<file path="config.mk">
export PLATFORM = sky130hd
export DESIGN_NAME = scene_param_spi
export DESIGN_NICKNAME = d
export VERILOG_FILES = /design/src/rtl/scene_param_pkg.sv /design/src/rtl/sig_sync.sv /design/src/rtl/frame_rx.sv /design/src/rtl/param_regfile.sv /design/src/rtl/scene_param_spi.sv
export SDC_FILE = /design/constraint.sdc
export NUM_CORES = 1
export LEC_CHECK = 0
export BUFFER_PORTS_ARGS = -buffer_cell sky130_fd_sc_hd__buf_2
export CELL_PAD_IN_SITES_DETAIL_PLACEMENT = 1
export CELL_PAD_IN_SITES_GLOBAL_PLACEMENT = 2
export CORE_AREA = 2 2 73 89
export DETAILED_ROUTE_END_ITERATION = 12
export DIE_AREA = 0 0 75 91
export GPL_TIMING_DRIVEN = 0
export PLACE_DENSITY_LB_ADDON = 0.1
export SYNTH_ARGS = -nofsm -noshare
export SYNTH_HDL_FRONTEND = slang
export SYNTH_SLANG_ARGS = --single-unit
</file>
<file path="constraint.sdc">
create_clock -name clk -period 2.5 [get_ports clk]
set_clock_uncertainty 0.2 [all_clocks]
set_input_delay 0.125 -clock clk [delete_from_list [all_inputs] [get_ports clk]]
set_output_delay 0.125 -clock clk [all_outputs]
set_load 0.01 [all_outputs]
</file>
<file path="src/rtl/scene_param_pkg.sv">
package scene_param_pkg;

   localparam int SEL_W    = 4;
   localparam int DATA_W   = 6;
   localparam int NUM_REGS = 3;

   typedef enum logic [SEL_W-1:0] {
      SEL_CEIL  = 4'd0,
      SEL_FLOOR = 4'd1,
      SEL_LEAK  = 4'd2
   } param_sel_e;

   // Power-on contents, indexed by select code
   function automatic logic [DATA_W-1:0] reset_word(int idx);
      case (idx)
         int'(SEL_CEIL):  return 6'b010101;
         int'(SEL_FLOOR): return 6'b101010;
         default:         return '0;
      endcase
   endfunction

endpackage

</file>
<file path="src/rtl/sig_sync.sv">
module sig_sync #(
   parameter int             WIDTH     = 3,
   parameter int             STAGES    = 2,
   parameter logic [WIDTH-1:0] RESET_VAL = '0
) (
   input  logic             clk,
   input  logic             rst_n,
   input  logic [WIDTH-1:0] async_i,
   output logic [WIDTH-1:0] sync_o
);

   if (STAGES < 2) begin : g_bad_stages
      $error("sig_sync: STAGES must be at least 2");
   end

   logic [WIDTH-1:0] chain [STAGES];

   for (genvar s = 0; s < STAGES; s++) begin : g_stage
      always_ff @(posedge clk or negedge rst_n) begin
         if (!rst_n)
            chain[s] <= RESET_VAL;
         else if (s == 0)
            chain[s] <= async_i;
         else
            chain[s] <= chain[(s == 0) ? 0 : s-1];
      end
   end

   assign sync_o = chain[STAGES-1];

endmodule

</file>
<file path="src/rtl/frame_rx.sv">
module frame_rx #(
   parameter int SEL_W  = 4,
   parameter int DATA_W = 6,
   localparam int FRAME_BITS = SEL_W + DATA_W,
   localparam int CNT_W      = $clog2(FRAME_BITS + 2)
) (
   input  logic              clk,
   input  logic              rst_n,
   input  logic              cs_n_s,
   input  logic              sck_s,
   input  logic              mosi_s,
   output logic              frame_ok,
   output logic [SEL_W-1:0]  frame_sel,
   output logic [DATA_W-1:0] frame_data
);

   if (SEL_W < 1 || DATA_W < 1) begin : g_bad_widths
      $error("frame_rx: field widths must be positive");
   end

   localparam logic [CNT_W-1:0] FULL_CNT = CNT_W'(FRAME_BITS);
   localparam logic [CNT_W-1:0] OVER_CNT = CNT_W'(FRAME_BITS + 1);

   logic                  sck_q, cs_q;
   logic                  sck_rise, cs_rise;
   logic [CNT_W-1:0]      bit_cnt;
   logic [FRAME_BITS-1:0] shreg;

   assign sck_rise = sck_s & ~sck_q;
   assign cs_rise  = cs_n_s & ~cs_q;

   always_ff @(posedge clk or negedge rst_n) begin
      if (!rst_n) begin
         sck_q <= 1'b0;
         cs_q  <= 1'b1;
      end else begin
         sck_q <= sck_s;
         cs_q  <= cs_n_s;
      end
   end

   // Count saturates one past a full frame so over-long frames stay rejected
   always_ff @(posedge clk or negedge rst_n) begin
      if (!rst_n) begin
         bit_cnt <= '0;
         shreg   <= '0;
      end else if (cs_n_s) begin
         bit_cnt <= '0;
      end else if (sck_rise) begin
         shreg <= {shreg[FRAME_BITS-2:0], mosi_s};
         if (bit_cnt != OVER_CNT)
            bit_cnt <= bit_cnt + 1'b1;
      end
   end

   always_ff @(posedge clk or negedge rst_n) begin
      if (!rst_n) begin
         frame_ok   <= 1'b0;
         frame_sel  <= '0;
         frame_data <= '0;
      end else begin
         frame_ok <= cs_rise && (bit_cnt == FULL_CNT);
         if (cs_rise) begin
            frame_sel  <= shreg[FRAME_BITS-1:DATA_W];
            frame_data <= shreg[DATA_W-1:0];
         end
      end
   end

   a_r3_cnt_bounded: assert property (@(posedge clk) disable iff (!rst_n)
      bit_cnt <= OVER_CNT);

   a_r3_single_accept: assert property (@(posedge clk) disable iff (!rst_n)
      frame_ok |=> !frame_ok);

endmodule

</file>
<file path="src/rtl/param_regfile.sv">
module param_regfile
   import scene_param_pkg::*;
#(
   parameter int SEL_W_P  = SEL_W,
   parameter int DATA_W_P = DATA_W,
   parameter int REGS     = NUM_REGS
) (
   input  logic                           clk,
   input  logic                           rst_n,
   input  logic                           wr_en,
   input  logic [SEL_W_P-1:0]             wr_sel,
   input  logic [DATA_W_P-1:0]            wr_data,
   input  logic                           commit,
   output logic [REGS-1:0][DATA_W_P-1:0]  live_o
);

   if (DATA_W_P != DATA_W) begin : g_bad_data
      $error("param_regfile: data width must match package reset table");
   end
   if (REGS > (1 << SEL_W_P)) begin : g_bad_regs
      $error("param_regfile: more registers than select codes");
   end

   logic [REGS-1:0][DATA_W_P-1:0] staged;

   for (genvar i = 0; i < REGS; i++) begin : g_reg
      always_ff @(posedge clk or negedge rst_n) begin
         if (!rst_n)
            staged[i] <= reset_word(i);
         else if (wr_en && (wr_sel == SEL_W_P'(i)))
            staged[i] <= wr_data;
      end

      always_ff @(posedge clk or negedge rst_n) begin
         if (!rst_n)
            live_o[i] <= reset_word(i);
         else if (commit)
            live_o[i] <= staged[i];
      end
   end

   a_r6_hold_between_blanks: assert property (@(posedge clk) disable iff (!rst_n)
      !commit |=> $stable(live_o));

   a_r6_commit_loads_staged: assert property (@(posedge clk) disable iff (!rst_n)
      commit |=> (live_o == $past(staged)));

   a_r4_unused_select: assert property (@(posedge clk) disable iff (!rst_n)
      (wr_en && (wr_sel >= SEL_W_P'(REGS))) |=> $stable(staged));

endmodule

</file>
<file path="src/rtl/scene_param_spi.sv">
module scene_param_spi
   import scene_param_pkg::*;
#(
   parameter int SYNC_STAGES = 2
) (
   input  logic              clk,
   input  logic              rst_n,
   input  logic              cs_n,
   input  logic              sck,
   input  logic              mosi,
   input  logic              vblank_start,
   output logic [DATA_W-1:0] ceil_rgb,
   output logic [DATA_W-1:0] floor_rgb,
   output logic [DATA_W-1:0] floor_leak
);

   logic [2:0]                    pins_s;
   logic                          frame_ok;
   logic [SEL_W-1:0]              frame_sel;
   logic [DATA_W-1:0]             frame_data;
   logic [NUM_REGS-1:0][DATA_W-1:0] live;

   sig_sync #(
      .WIDTH     (3),
      .STAGES    (SYNC_STAGES),
      .RESET_VAL (3'b100)
   ) u_sync (
      .clk     (clk),
      .rst_n   (rst_n),
      .async_i ({cs_n, sck, mosi}),
      .sync_o  (pins_s)
   );

   frame_rx #(
      .SEL_W  (SEL_W),
      .DATA_W (DATA_W)
   ) u_rx (
      .clk        (clk),
      .rst_n      (rst_n),
      .cs_n_s     (pins_s[2]),
      .sck_s      (pins_s[1]),
      .mosi_s     (pins_s[0]),
      .frame_ok   (frame_ok),
      .frame_sel  (frame_sel),
      .frame_data (frame_data)
   );

   param_regfile #(
      .SEL_W_P  (SEL_W),
      .DATA_W_P (DATA_W),
      .REGS     (NUM_REGS)
   ) u_regs (
      .clk     (clk),
      .rst_n   (rst_n),
      .wr_en   (frame_ok),
      .wr_sel  (frame_sel),
      .wr_data (frame_data),
      .commit  (vblank_start),
      .live_o  (live)
   );

   assign ceil_rgb   = live[int'(SEL_CEIL)];
   assign floor_rgb  = live[int'(SEL_FLOOR)];
   assign floor_leak = live[int'(SEL_LEAK)];

   a_r1_reset_grey: assert property (@(posedge clk) disable iff (!rst_n)
      $rose(rst_n) |-> (ceil_rgb == 6'b010101 && floor_rgb == 6'b101010));

endmodule

</file>
==> key figures <==
Status
  – Status: complete, no violations

Clock network
  – Clock sinks: 69
  – CTS root buffer: clkbuf_8
  – Worst-Skew Late Latency: 0.33 ns
  – PostCTS Resize Cnt: 0
  – Post-CTS setup buffers: 0
  – CTS tree: built
  – CTS HTree Levels: 3
  – Number of buffers created by CTS: 9
  – Clk buf depth: 2
  – Clk slew on worst S/H paths: 0.07 ns

Die
  – Initial Util: 44.57%
  – Io pins: 24
  – DIE AREA: 6825 µm²
  – # rows: 31
  – Die height: 91 µm
  – Core area: 5934 µm²
  – Die width: 75 µm

Global routing
  – Total Routing Usage GR: 15.37%
  – First-pass GRT wire length: 7.755 mm
  – Largest net degree at the start of global routing: 70
  – Initial antenna violation count: 0
  – Vias in the first global route: 1569
  – Residual overflow from global routing: 0

Setup path
  – CP top delay family: flip-flops
  – Critical path startpoint category: flop
  – Data required, critical path: 2.51 ns
  – Crit path kind: reg2reg
  – Worst Setup SP: u_sync.sync_o[2]
  – Critical-path cell list: buf_2 > and2b_1 > buf_4 > mux2_2
  – CP max stage cell: dfstp_2
  – R2R Path Start: u_sync.sync_o[2]
  – Worst path max stage delay: 0.53 ns
  – Crit-path max FO: 10
  – Critical Path End Type: flop
  – Worst endpoint data arrival time: 1.78 ns
  – Buf+Inv Stages, Crit Path: 2

Route
  – WL/cell: 15.86 µm
  – Initial drt markers: 20
  – Drt first pass iters: 3
  – Residual DRC: 0
  – Total Wirelength: 4.489 mm
  – Antenna-violating nets left: 0
  – Avg Vias per Cell: 4.837
  – Via count: 1369

Yosys
  – Synth Area in Simple Gates: 5.014%
  – Post-Synth XOR/XNOR Area: 0%
  – Count of state elements after synthesis: 69
  – Mapped Nets: 166
  – Syn Std Cell Area: 2645 µm²
  – Synth Area in Compound Gates: 0.9461%
  – Multiplexer area fraction after synthesis: 25.54%
  – Avg Cell Area, Syn: 16.74 µm²
  – Adder-cell share of the synthesized area: 0.9461%
  – Largest family of logic cells by synthesized area: multiplexers
  – YS warnings: 0
  – Cells after Synth: 158
  – Seq/Total Area, Yosys: 65.99%
  – Unique masters post-synth: 23

Power
  – Maximum vdd drop: 430.1 µV
  – Power density over cell area: 808.9 nW/µm²
  – Lkg Pwr: 1.521 nW

STA
  – Hold violation count in the final report: 0
  – Setup Total Neg Slack: 0 ns
  – Setup WS post-layout: 0.7304 ns
  – Max Slew Vio Count: 0
  – Tcrit/Tclk final: 70.79%
  – Max Freq: 0.5651 GHz
  – Slew @ Worst Pin: 0.8605 ns
  – Final min period: 1.770 ns
  – Rel. slew slack: 42.63%
  – RSZ-0062 raised after global routing: false
  – Final count of negative-setup-slack endpoints: 0

Place
  – Place WS: 0.7157 ns
  – # port buffers: 22
  – Final HPWL DP: 2.905 mm
  – Final RePlAce weighted congestion: 0.6964

Hold path
  – Worst min-delay path category: reg2reg
  – HP Start: u_sync.chain[4]

Finish
  – Share of cells above drive strength 1: 60.20%
  – Final net count: 204
  – Antenna cells: 0
  – Area grow syn2layout: 18.12%
  – Core Util, Final: 52.65%

Flow run
  – Max_cap viols: 0
==> metal layers <==
metal  GRT usage, %  share of wire [%]
met1          19.20                 43
met2          24.42                 53
met3          3.996                2.9
met4          7.143                1.5
met5              0                  0
==> cell type report <==
type	instances	area (µm²)
buffer	5	33.78
clock buffer	9	123.9
fill	585	2810
timing repair buffer	27	162.7
inverter	2	7.507
tap	82	102.6
clock inverter	7	90.09
sequential	69	1745
multi-input combinational	82	858.3
==> repair_timing <==
action / in CTS / in global routing
hold buffers: 5 / 0
hold endpoints to repair: 61 / 0
setup endpoints to repair: 0 / 0
==> path summary, 6_finish.rpt <==
check                               endpoint  slack (ns)  cells past startpoint
max in group asynchronous      u_rx.shreg[6]        1.29                      2
min in group asynchronous   u_regs.live_o[1]        0.24                      2
setup reg to reg           u_rx.frame_sel[2]        0.73                      4
hold reg to reg             u_sync.sync_o[1]        0.15                      0
hold / removal              u_sync.sync_o[1]        0.15                      0
setup / recovery           u_rx.frame_sel[2]        0.73                      4
==> per-stage QoR <==
step / cell area, µm² / instances / hold slack, ns / power (mW)
2_1_floorplan: 2645 / 158 / -0.3706 / 1.492
4_1_cts: 3124 / 283 / 0.1533 / 2.570
6_report: 3124 / 283 / 0.1502 / 2.527
5_1_grt: 3124 / 283 / 0.1628 / 2.643
3_3_place_gp: 2858 / 262 / 0.03154 / 1.564
3_5_place_dp: 2860 / 262 / 0.03118 / 1.583
==> power breakdown <==
group | switching [mW] | internal (mW) | total [mW]
sequential | 0.117 | 1.25 | 1.36
clock | 0.412 | 0.556 | 0.968
combinational | 0.0729 | 0.122 | 0.195
total | 0.601 | 1.93 | 2.53
==> cell families (layout without fill, tap and decap cells) <==
kind of cell	Yosys count	after routing
buffers and inverters	7	50
AO/OA/AOI/OAI	5	5
AND/OR/NAND/NOR	17	17
flip-flops	69	69
multiplexers	58	58
adder cells (fa/ha/maj)	2	2
==> synth_stat cells <==
cell type  number  area [µm²]
buf_6           1       11.26
nand2b_1        1       6.260
and2b_1         2       15.01
inv_1           2       7.510
dfstp_2        15       394.1
o21ai_0         2       10.01
buf_4           1       7.510
ha_1            2       25.02
buf_2           3       15.01
mux2_2         52       585.6
mux2_4          6       90.09
nand2_2         2       12.51
nor2_4          1       11.26
or3_1           1       6.260
nor2b_1         2       12.51
nand3_1         1       5.000
nor4b_4         1       23.77
and3_1          1       6.260
nor4b_2         1       15.01
nor2_1          3       11.26
a21oi_1         3       15.01
dfrtp_1        54        1351
or4_1           1       7.510
==> registers in the layout, summed over array words and instances, names as in the netlist <==
signal	count
u_regs.live_o	18
u_regs.staged	18
u_rx.bit_cnt	4
u_rx.cs_q	1
u_rx.frame_data	6
u_rx.frame_ok	1
u_rx.frame_sel	4
u_rx.sck_q	1
u_rx.shreg	10
u_sync.chain	3
u_sync.sync_o	3
==> cell usage in the layout (no fill, tap or decap) <==
| cell type | instances |
|---|---|
| nor4b_4 | 1 |
| inv_1 | 2 |
| nor2b_1 | 2 |
| dfstp_2 | 15 |
| and3_1 | 1 |
| mux2_2 | 52 |
| nor2_4 | 1 |
| dfrtp_1 | 54 |
| clkbuf_8 | 9 |
| clkinv_2 | 3 |
| a21oi_1 | 3 |
| bufinv_16 | 2 |
| mux2_4 | 6 |
| or4_1 | 1 |
| nor2_1 | 3 |
| nand3_1 | 1 |
| ha_1 | 2 |
| buf_2 | 24 |
| buf_4 | 2 |
| o21ai_0 | 2 |
| nor4b_2 | 1 |
| clkinvlp_4 | 2 |
| dlygate4sd3_1 | 5 |
| nand2_2 | 2 |
| or3_1 | 1 |
| nand2b_1 | 1 |
| buf_6 | 1 |
| and2b_1 | 2 |
Power figures use the tool's default switching activity.
